===== src/rtl/pcicfg_pkg.sv =====
package pcicfg_pkg;

    localparam int DATA_W    = 32;
    localparam int HDR_BYTES = 256;
    localparam int OFF_W     = $clog2(HDR_BYTES);
    localparam int DEVNUM_W  = 5;
    localparam int FN_W      = 3;
    localparam int BUS_W     = 8;
    localparam int DEV_SPAN  = 1 << DEVNUM_W;

    localparam logic [2:0] SZ_BYTE = 3'd1;
    localparam logic [2:0] SZ_HALF = 3'd2;
    localparam logic [2:0] SZ_WORD = 3'd4;

    // Decoded view of bits 31:8 of the configuration address register.
    typedef struct packed {
        logic [OFF_W-1:0]    off;
        logic [DEVNUM_W-1:0] dev;
        logic [FN_W-1:0]     fn;
        logic [BUS_W-1:0]    bus;
    } cfg_fields_t;

    typedef enum logic [1:0] {
        ROUTE_DROP  = 2'd0,
        ROUTE_LOCAL = 2'd1,
        ROUTE_PORT  = 2'd2
    } route_e;

    function automatic logic size_ok(input logic [2:0] sz);
        return (sz == SZ_BYTE) || (sz == SZ_HALF) || (sz == SZ_WORD);
    endfunction

    function automatic logic [7:0] hdr_reset_byte(input int unsigned idx);
        logic [7:0] b;
        case (idx)
            32'h06:  b = 8'h80;
            32'h08:  b = 8'h40;
            32'h0B:  b = 8'h06;
            32'h73:  b = 8'hCD;
            32'hA8:  b = 8'h10;
            32'hAB:  b = 8'hFF;
            32'hAC:  b = 8'h0C;
            32'hAD:  b = 8'h06;
            32'hAE:  b = 8'h0C;
            default: b = 8'h00;
        endcase
        return b;
    endfunction

    function automatic logic [31:0] cfg_addr_pack(input logic [7:0] off,
                                                  input logic [4:0] dev,
                                                  input logic [2:0] fn,
                                                  input logic [7:0] bus);
        return {off, dev, fn, bus, 8'h00};
    endfunction

endpackage


===== src/rtl/pcicfg_addr_reg.sv =====
module pcicfg_addr_reg
    import pcicfg_pkg::*;
(
    input  logic              clk,
    input  logic              rst,
    input  logic              load,
    input  logic [DATA_W-1:0] wdata,
    output logic [DATA_W-1:0] raw,
    output cfg_fields_t       fields
);

    always_ff @(posedge clk) begin
        if (rst) begin
            raw <= '0;
        end else if (load) begin
            raw <= wdata;
        end
    end

    // Offset is always word aligned: the two low offset bits are ignored.
    always_comb begin
        fields         = cfg_fields_t'(raw[DATA_W-1:8]);
        fields.off[1:0] = 2'b00;
    end

endmodule


===== src/rtl/pcicfg_hdr_file.sv =====
module pcicfg_hdr_file
    import pcicfg_pkg::*;
(
    input  logic              clk,
    input  logic              rst,
    input  logic              wr_en,
    input  logic [OFF_W-1:0]  off,
    input  logic [2:0]        size,
    input  logic [DATA_W-1:0] wdata,
    output logic [DATA_W-1:0] rdata
);

    localparam int WIDX_W = OFF_W - 2;

    logic [7:0]        hdr [HDR_BYTES];
    logic [WIDX_W-1:0] widx;
    logic [7:0]        lane [4];

    assign widx = off[OFF_W-1:2];

    always_ff @(posedge clk) begin
        if (rst) begin
            for (int i = 0; i < HDR_BYTES; i++) begin
                hdr[i] <= hdr_reset_byte(i);
            end
        end else if (wr_en) begin
            case (size)
                SZ_BYTE: begin
                    hdr[{widx, 2'd0}] <= wdata[7:0];
                end
                SZ_HALF: begin
                    hdr[{widx, 2'd0}] <= wdata[15:8];
                    hdr[{widx, 2'd1}] <= wdata[7:0];
                end
                SZ_WORD: begin
                    hdr[{widx, 2'd0}] <= wdata[31:24];
                    hdr[{widx, 2'd1}] <= wdata[23:16];
                    hdr[{widx, 2'd2}] <= wdata[15:8];
                    hdr[{widx, 2'd3}] <= wdata[7:0];
                end
                default: ;
            endcase
        end
    end

    for (genvar k = 0; k < 4; k++) begin : g_lane
        assign lane[k] = hdr[{widx, 2'(k)}];
    end

    always_comb begin
        case (size)
            SZ_BYTE: rdata = {24'h0, lane[0]};
            SZ_HALF: rdata = {16'h0, lane[0], lane[1]};
            SZ_WORD: rdata = {lane[0], lane[1], lane[2], lane[3]};
            default: rdata = '0;
        endcase
    end

endmodule


===== src/rtl/pcicfg_dev_registry.sv =====
module pcicfg_dev_registry
    import pcicfg_pkg::*;
#(
    parameter int NUM_DEV = 32
) (
    input  logic                clk,
    input  logic                rst,
    input  logic                reg_valid,
    input  logic [DEVNUM_W-1:0] reg_num,
    output logic                reg_accept,
    output logic                reg_reject,
    input  logic [DEVNUM_W-1:0] q_num,
    output logic                q_present
);

    logic [NUM_DEV-1:0]  present;
    logic [DEV_SPAN-1:0] pad;
    logic                in_range;

    assign pad       = DEV_SPAN'(present);
    assign in_range  = (32'(reg_num) < NUM_DEV);
    assign q_present = pad[q_num];

    assign reg_accept = reg_valid && in_range && !pad[reg_num];
    assign reg_reject = reg_valid && !reg_accept;

    always_ff @(posedge clk) begin
        if (rst) begin
            present <= '0;
        end else if (reg_accept) begin
            present <= present | NUM_DEV'(DEV_SPAN'(1) << reg_num);
        end
    end

endmodule


===== src/rtl/pcicfg_port_fanout.sv =====
module pcicfg_port_fanout
    import pcicfg_pkg::*;
#(
    parameter int NUM_DEV = 32
) (
    input  logic                      fwd,
    input  logic                      write,
    input  logic [DEVNUM_W-1:0]       dev_num,
    input  logic [NUM_DEV*DATA_W-1:0] port_rdata,
    output logic [NUM_DEV-1:0]        sel,
    output logic [NUM_DEV-1:0]        rd,
    output logic [NUM_DEV-1:0]        wr,
    output logic [DATA_W-1:0]         rdata
);

    for (genvar k = 0; k < NUM_DEV; k++) begin : g_port
        assign sel[k] = fwd && (dev_num == DEVNUM_W'(k));
        assign rd[k]  = sel[k] && !write;
        assign wr[k]  = sel[k] && write;
    end

    always_comb begin
        rdata = '0;
        for (int k = 0; k < NUM_DEV; k++) begin
            if (sel[k]) begin
                rdata = rdata | port_rdata[k*DATA_W +: DATA_W];
            end
        end
    end

endmodule


===== src/rtl/pcicfg_router.sv =====
module pcicfg_router
    import pcicfg_pkg::*;
#(
    parameter int NUM_DEV = 32
) (
    input  logic                      clk,
    input  logic                      rst,
    input  logic                      addr_wr,
    input  logic [31:0]               addr_wdata,
    output logic [31:0]               addr_q,
    input  logic                      acc_valid,
    input  logic                      acc_write,
    input  logic [2:0]                acc_size,
    input  logic [31:0]               acc_wdata,
    output logic [31:0]               acc_rdata,
    output logic                      acc_err,
    input  logic                      reg_valid,
    input  logic [4:0]                reg_devnum,
    output logic                      reg_accept,
    output logic                      reg_reject,
    output logic [7:0]                dev_off,
    output logic [31:0]               dev_wdata,
    output logic [2:0]                dev_size,
    output logic [NUM_DEV-1:0]        dev_sel,
    output logic [NUM_DEV-1:0]        dev_rd,
    output logic [NUM_DEV-1:0]        dev_wr,
    input  logic [NUM_DEV*32-1:0]     dev_rdata
);

    cfg_fields_t       fld;
    route_e            route;
    logic              present;
    logic              bus_nz;
    logic              is_local;
    logic [DATA_W-1:0] hdr_rdata;
    logic [DATA_W-1:0] port_mux;

    pcicfg_addr_reg u_addr (
        .clk    (clk),
        .rst    (rst),
        .load   (addr_wr),
        .wdata  (addr_wdata),
        .raw    (addr_q),
        .fields (fld)
    );

    pcicfg_dev_registry #(.NUM_DEV(NUM_DEV)) u_reg (
        .clk        (clk),
        .rst        (rst),
        .reg_valid  (reg_valid),
        .reg_num    (reg_devnum),
        .reg_accept (reg_accept),
        .reg_reject (reg_reject),
        .q_num      (fld.dev),
        .q_present  (present)
    );

    assign bus_nz   = (fld.bus != '0);
    assign is_local = (fld.dev == '0) && (fld.fn == '0);

    // Priority: bus check, then size check, then local header, then port table.
    always_comb begin
        route = ROUTE_DROP;
        if (acc_valid && !bus_nz && size_ok(acc_size)) begin
            if (is_local) begin
                route = ROUTE_LOCAL;
            end else if (present) begin
                route = ROUTE_PORT;
            end
        end
    end

    pcicfg_hdr_file u_hdr (
        .clk   (clk),
        .rst   (rst),
        .wr_en (route == ROUTE_LOCAL && acc_write),
        .off   (fld.off),
        .size  (acc_size),
        .wdata (acc_wdata),
        .rdata (hdr_rdata)
    );

    pcicfg_port_fanout #(.NUM_DEV(NUM_DEV)) u_fan (
        .fwd        (route == ROUTE_PORT),
        .write      (acc_write),
        .dev_num    (fld.dev),
        .port_rdata (dev_rdata),
        .sel        (dev_sel),
        .rd         (dev_rd),
        .wr         (dev_wr),
        .rdata      (port_mux)
    );

    assign dev_off   = fld.off;
    assign dev_wdata = acc_wdata;
    assign dev_size  = acc_size;

    always_comb begin
        acc_rdata = '0;
        if (!acc_write) begin
            case (route)
                ROUTE_LOCAL: acc_rdata = hdr_rdata;
                ROUTE_PORT:  acc_rdata = port_mux;
                default:     acc_rdata = '0;
            endcase
        end
    end

    always_ff @(posedge clk) begin
        if (rst) begin
            acc_err <= 1'b0;
        end else begin
            acc_err <= acc_valid && (route == ROUTE_DROP);
        end
    end

endmodule


===== config.mk =====
export PLATFORM = sky130hd
export DESIGN_NAME = pcicfg_router
export DESIGN_NICKNAME = d
export VERILOG_FILES = /design/src/rtl/pcicfg_pkg.sv /design/src/rtl/pcicfg_addr_reg.sv /design/src/rtl/pcicfg_hdr_file.sv /design/src/rtl/pcicfg_dev_registry.sv /design/src/rtl/pcicfg_port_fanout.sv /design/src/rtl/pcicfg_router.sv
export SDC_FILE = /design/constraint.sdc
export NUM_CORES = 2
export LEC_CHECK = 0
export ABC_AREA = 0
export CELL_PAD_IN_SITES_DETAIL_PLACEMENT = 1
export CELL_PAD_IN_SITES_GLOBAL_PLACEMENT = 1
export CORE_AREA = 2 2 505 507
export CTS_CLUSTER_DIAMETER = 60
export DETAILED_ROUTE_END_ITERATION = 10
export DIE_AREA = 0 0 507 509
export PLACE_DENSITY = 0.77
export RECOVER_POWER = 100
export SLEW_MARGIN = 40
export SYNTH_ARGS = -nofsm -noshare
export SYNTH_HDL_FRONTEND = slang
export SYNTH_SLANG_ARGS = --single-unit

===== constraint.sdc =====
create_clock -name clk -period 8.99 [get_ports clk]
set_clock_uncertainty 0.2 [all_clocks]
set_input_delay 2.2475 -clock clk [delete_from_list [all_inputs] [get_ports clk]]
set_output_delay 2.2475 -clock clk [all_outputs]
set_load 0.05 [all_outputs]

==> results_dict.tcl <==
set metrics [dict create \
    status "finished, violations left" \
    violations "max-capacitance violations, max-slew violations, negative setup slack" \
    relSlewSlack_pct -181 \
    cts.sinks 2119 \
    ys.flop_type "edfxtp_1" \
    path_cells "clkbuf_2, buf_4, nor2_2, or2_4, nand4b_1, or4_4, nand2b_4, ha_4, buf_6, and4b_2, buf_4, and3_1, a2111oi_1, buf_4, nand3_1, or4_4, a21oi_1, o22ai_2, buf_12" \
    tritoncts "built" \
    post-synth-top-count-cell "edfxtp_1" \
    clock_latency_ns 0.95 \
    holdWs_ns 0.287 \
    syn_area_per_cell_sq_um 13.3 \
    finalNetCount 10300 \
    place_inst 12300 \
    first_pass_iters 8 \
    yosysTopAreaCellShare_pct 59.9 \
    cp-start-kind "primary input" \
    hold_path_depth 2 \
    ir_drop_uv 202 \
    combinationalPowerShare_pct 12.8 \
    timing.fmax_mhz 110 \
    num_rows 185 \
    hold_violations 0 \
    min_period_over_period_pct 101 \
    grt_max_degree 134 \
    gp_congestion 1.14 \
    final-seq-area_sq_um 62900 \
    synth.largest_area_cell "edfxtp_1" \
    setup_viol 8 \
    core_sq_um 253000 \
    cp_max_fo 6 \
    switching_share_pct 27.2 \
    slowest_stage "or4_4" \
    worstPathArrival_ns 6.64 \
    fin_cells 12900 \
    worstSetupPathType "in2out" \
    grt.overflow.total 0 \
    num_vias 86900 \
    synthesis.instances 7718 \
    grt_pass1_wl_mm 842 \
    reg2reg_depth 15 \
    seq_area_frac_synth_pct 61.3 \
    powerDensity_nw_per_um2 181 \
    fill_cells 24800 \
    netSwitchingPower_mw 6.52 \
    seqPwrFrac_pct 47.0 \
    synth_edf_count 2048 \
    cts_buffers 222 \
    holdCritPathClass "reg2reg" \
    period_needed_ns 9.09 \
    slew_viol_final 56 \
    area.growth.synth_to_final_pct 29.4 \
    initial_core_util_pct 40.6 \
    die_y_microns 509 \
    antenna_found_initial 267 \
    fin_area_sq_um 133000 \
    ys_top_cells_by_count "edfxtp_1, nor2_1, and2_1" \
    wl_mm 666 \
    dp_hpwl_mm 526 \
    netlist_area_sq_um 103000 \
    crit_path_max_incr_delay_ns 0.55 \
    power_frac_clock_pct 40.1 \
    die_w_microns 507 \
    fin_ws_ns -0.0972 \
    viasPerCell 6.74 \
    drcViolationCount 0 \
    dpl_cell_area_sq_um 124000 \
    h-tree-depth 4 \
    cp.required_ns 6.54 \
    dieArea_sq_um 258000 \
    p_int_mw 17.5 \
    crit_top_cell "buf_4" \
    final_core_util_pct 52.6 \
    yosysWarnings 0 \
    cts_hold_buffers 0 \
    ys_ff_latch 2119 \
    portBuffers 1305 \
    async_flop_share_pct 0 \
    drv_cap 3 \
    drive_gt1_share_pct 21.0 \
    grtUsageTotal_pct 50.4 \
    p_leak_nw 47.6 \
    synth_cell_types 84 \
    multi_input_area_sq_um 37200 \
    ant_nets 0 \
    cts_buffer_depth 3 \
    pin_count 1308 \
    wl_per_cell_microns 51.7 \
    clk_pin_slew_ns 0.06 \
    crit_path_end_kind "primary output" \
    worst_pin_slew_ns 4.22 \
    drtIter0Drc 15900 \
    yosys-top-cells-area "edfxtp_1, mux4_2, and2_1" \
    ctsRootBufferMaster "clkbuf_16" \
    grt_pass1_vias 82700 \
]
[metrics by stage]
step	setup slack [ns]	power [mW]	setup TNS (ns)
floorplan	0.0322	12.5	0
global placement	-1.46	14.3	-26.80
detailed placement	-0.998	14.4	-22.71
CTS	-0.00228	23.7	-0.00228
global route	-0.167	24.2	-0.284
finish	-0.0972	24.0	-0.317
[flip-flops by register name, indices dropped and copies added, names as in the netlist, named ones only]
register / count
acc_err: 1
u_addr.raw: 32
u_hdr.hdr: 2048
u_reg.pad: 32
[worst max-delay path: cells and delay by family]
kind                     cells  cell delay (ns)
buffers and inverters        6             1.10
AND/OR/NAND/NOR              9             2.24
AO/OA/AOI/OAI                3             0.83
adder cells (fa/ha/maj)      1             0.21
[worst paths after layout]
check                 startpoint                 to  slack (ns)
setup reg to reg  u_addr.raw[19]  u_hdr.hdr[239][5]        1.23
hold reg to reg    u_reg.pad[18]      u_reg.pad[18]        0.29
hold / removal     u_reg.pad[18]      u_reg.pad[18]        0.29
setup / recovery     acc_size[0]       acc_rdata[8]        -0.1
[final cells by class]
type	count	share of cell area, %
inverters	6	0.0170
clock inverters	155	1.33
repair buffers	1984	15.5
well taps	3366	3.17
flip-flops and latches	2119	47.4
clock buffers	261	4.33
multi-input cells	4849	28.0
diodes	154	0.290
[power by group through the flow]
stage	clock, mW	combinational [mW]	sequential [mW]
after global routing	9.91	3.00	11.3
after floorplan	0	1.06	11.4
final	9.63	3.08	11.3
after detailed placement	0	2.88	11.5
after CTS	9.57	2.91	11.3
after global placement	0	2.86	11.4
[cells by family (layout without fill, tap and decap cells)]
logic type	Yosys count	after routing	synth area share [%]
buffers and inverters	752	2406	3.48
muxes	693	693	12.8
xor gates and xnor gates	1	1	0.00853
adders and majority gates	3	3	0.0366
AOI/OAI and AO/OA	887	887	6.32
DFF	2119	2119	61.3
and+or+nand+nor	3262	3263	16.1
other	1	156	0.00365
[metal layers]
metal / GRT usage (%) / up-vias / wire, microns
met1: 58.5 / 45000 / 224000
li1: - / 31900 / -
met3: 27.9 / 1754 / 110000
met5: 2.30 / - / 1540
met2: 70.0 / 8117 / 275000
met4: 35.4 / 108 / 55900
[layout by cell type, fill, tap and decap left out, drive strengths merged, types with 78 or more instances in the layout]
| cell type | synthesis | final |
|---|---|---|
| buf | 305 | 854 |
| edfxtp | 2048 | 2048 |
| diode | 0 | 154 |
| and3 | 83 | 83 |
| nor3 | 115 | 115 |
| mux4 | 489 | 489 |
| nor2 | 1207 | 1207 |
| mux2i | 175 | 175 |
| nand2 | 302 | 302 |
| clkbuf | 441 | 277 |
| and2 | 1054 | 1054 |
| clkinv | 1 | 117 |
| nand2b | 161 | 161 |
| a21oi | 78 | 78 |
| clkdlybuf4s50 | 0 | 1074 |
| a22oi | 557 | 557 |
| nand4 | 85 | 85 |
[repair_timing]
action / 4_1_cts / 5_1_grt
setup endpoints to repair: 43 / 21
gates cloned: 0 / 1
gates resized for setup: 80 / 44
setup buffers: 13 / 5
pin swaps: 19 / 17
(Power assumes the default switching activity.)
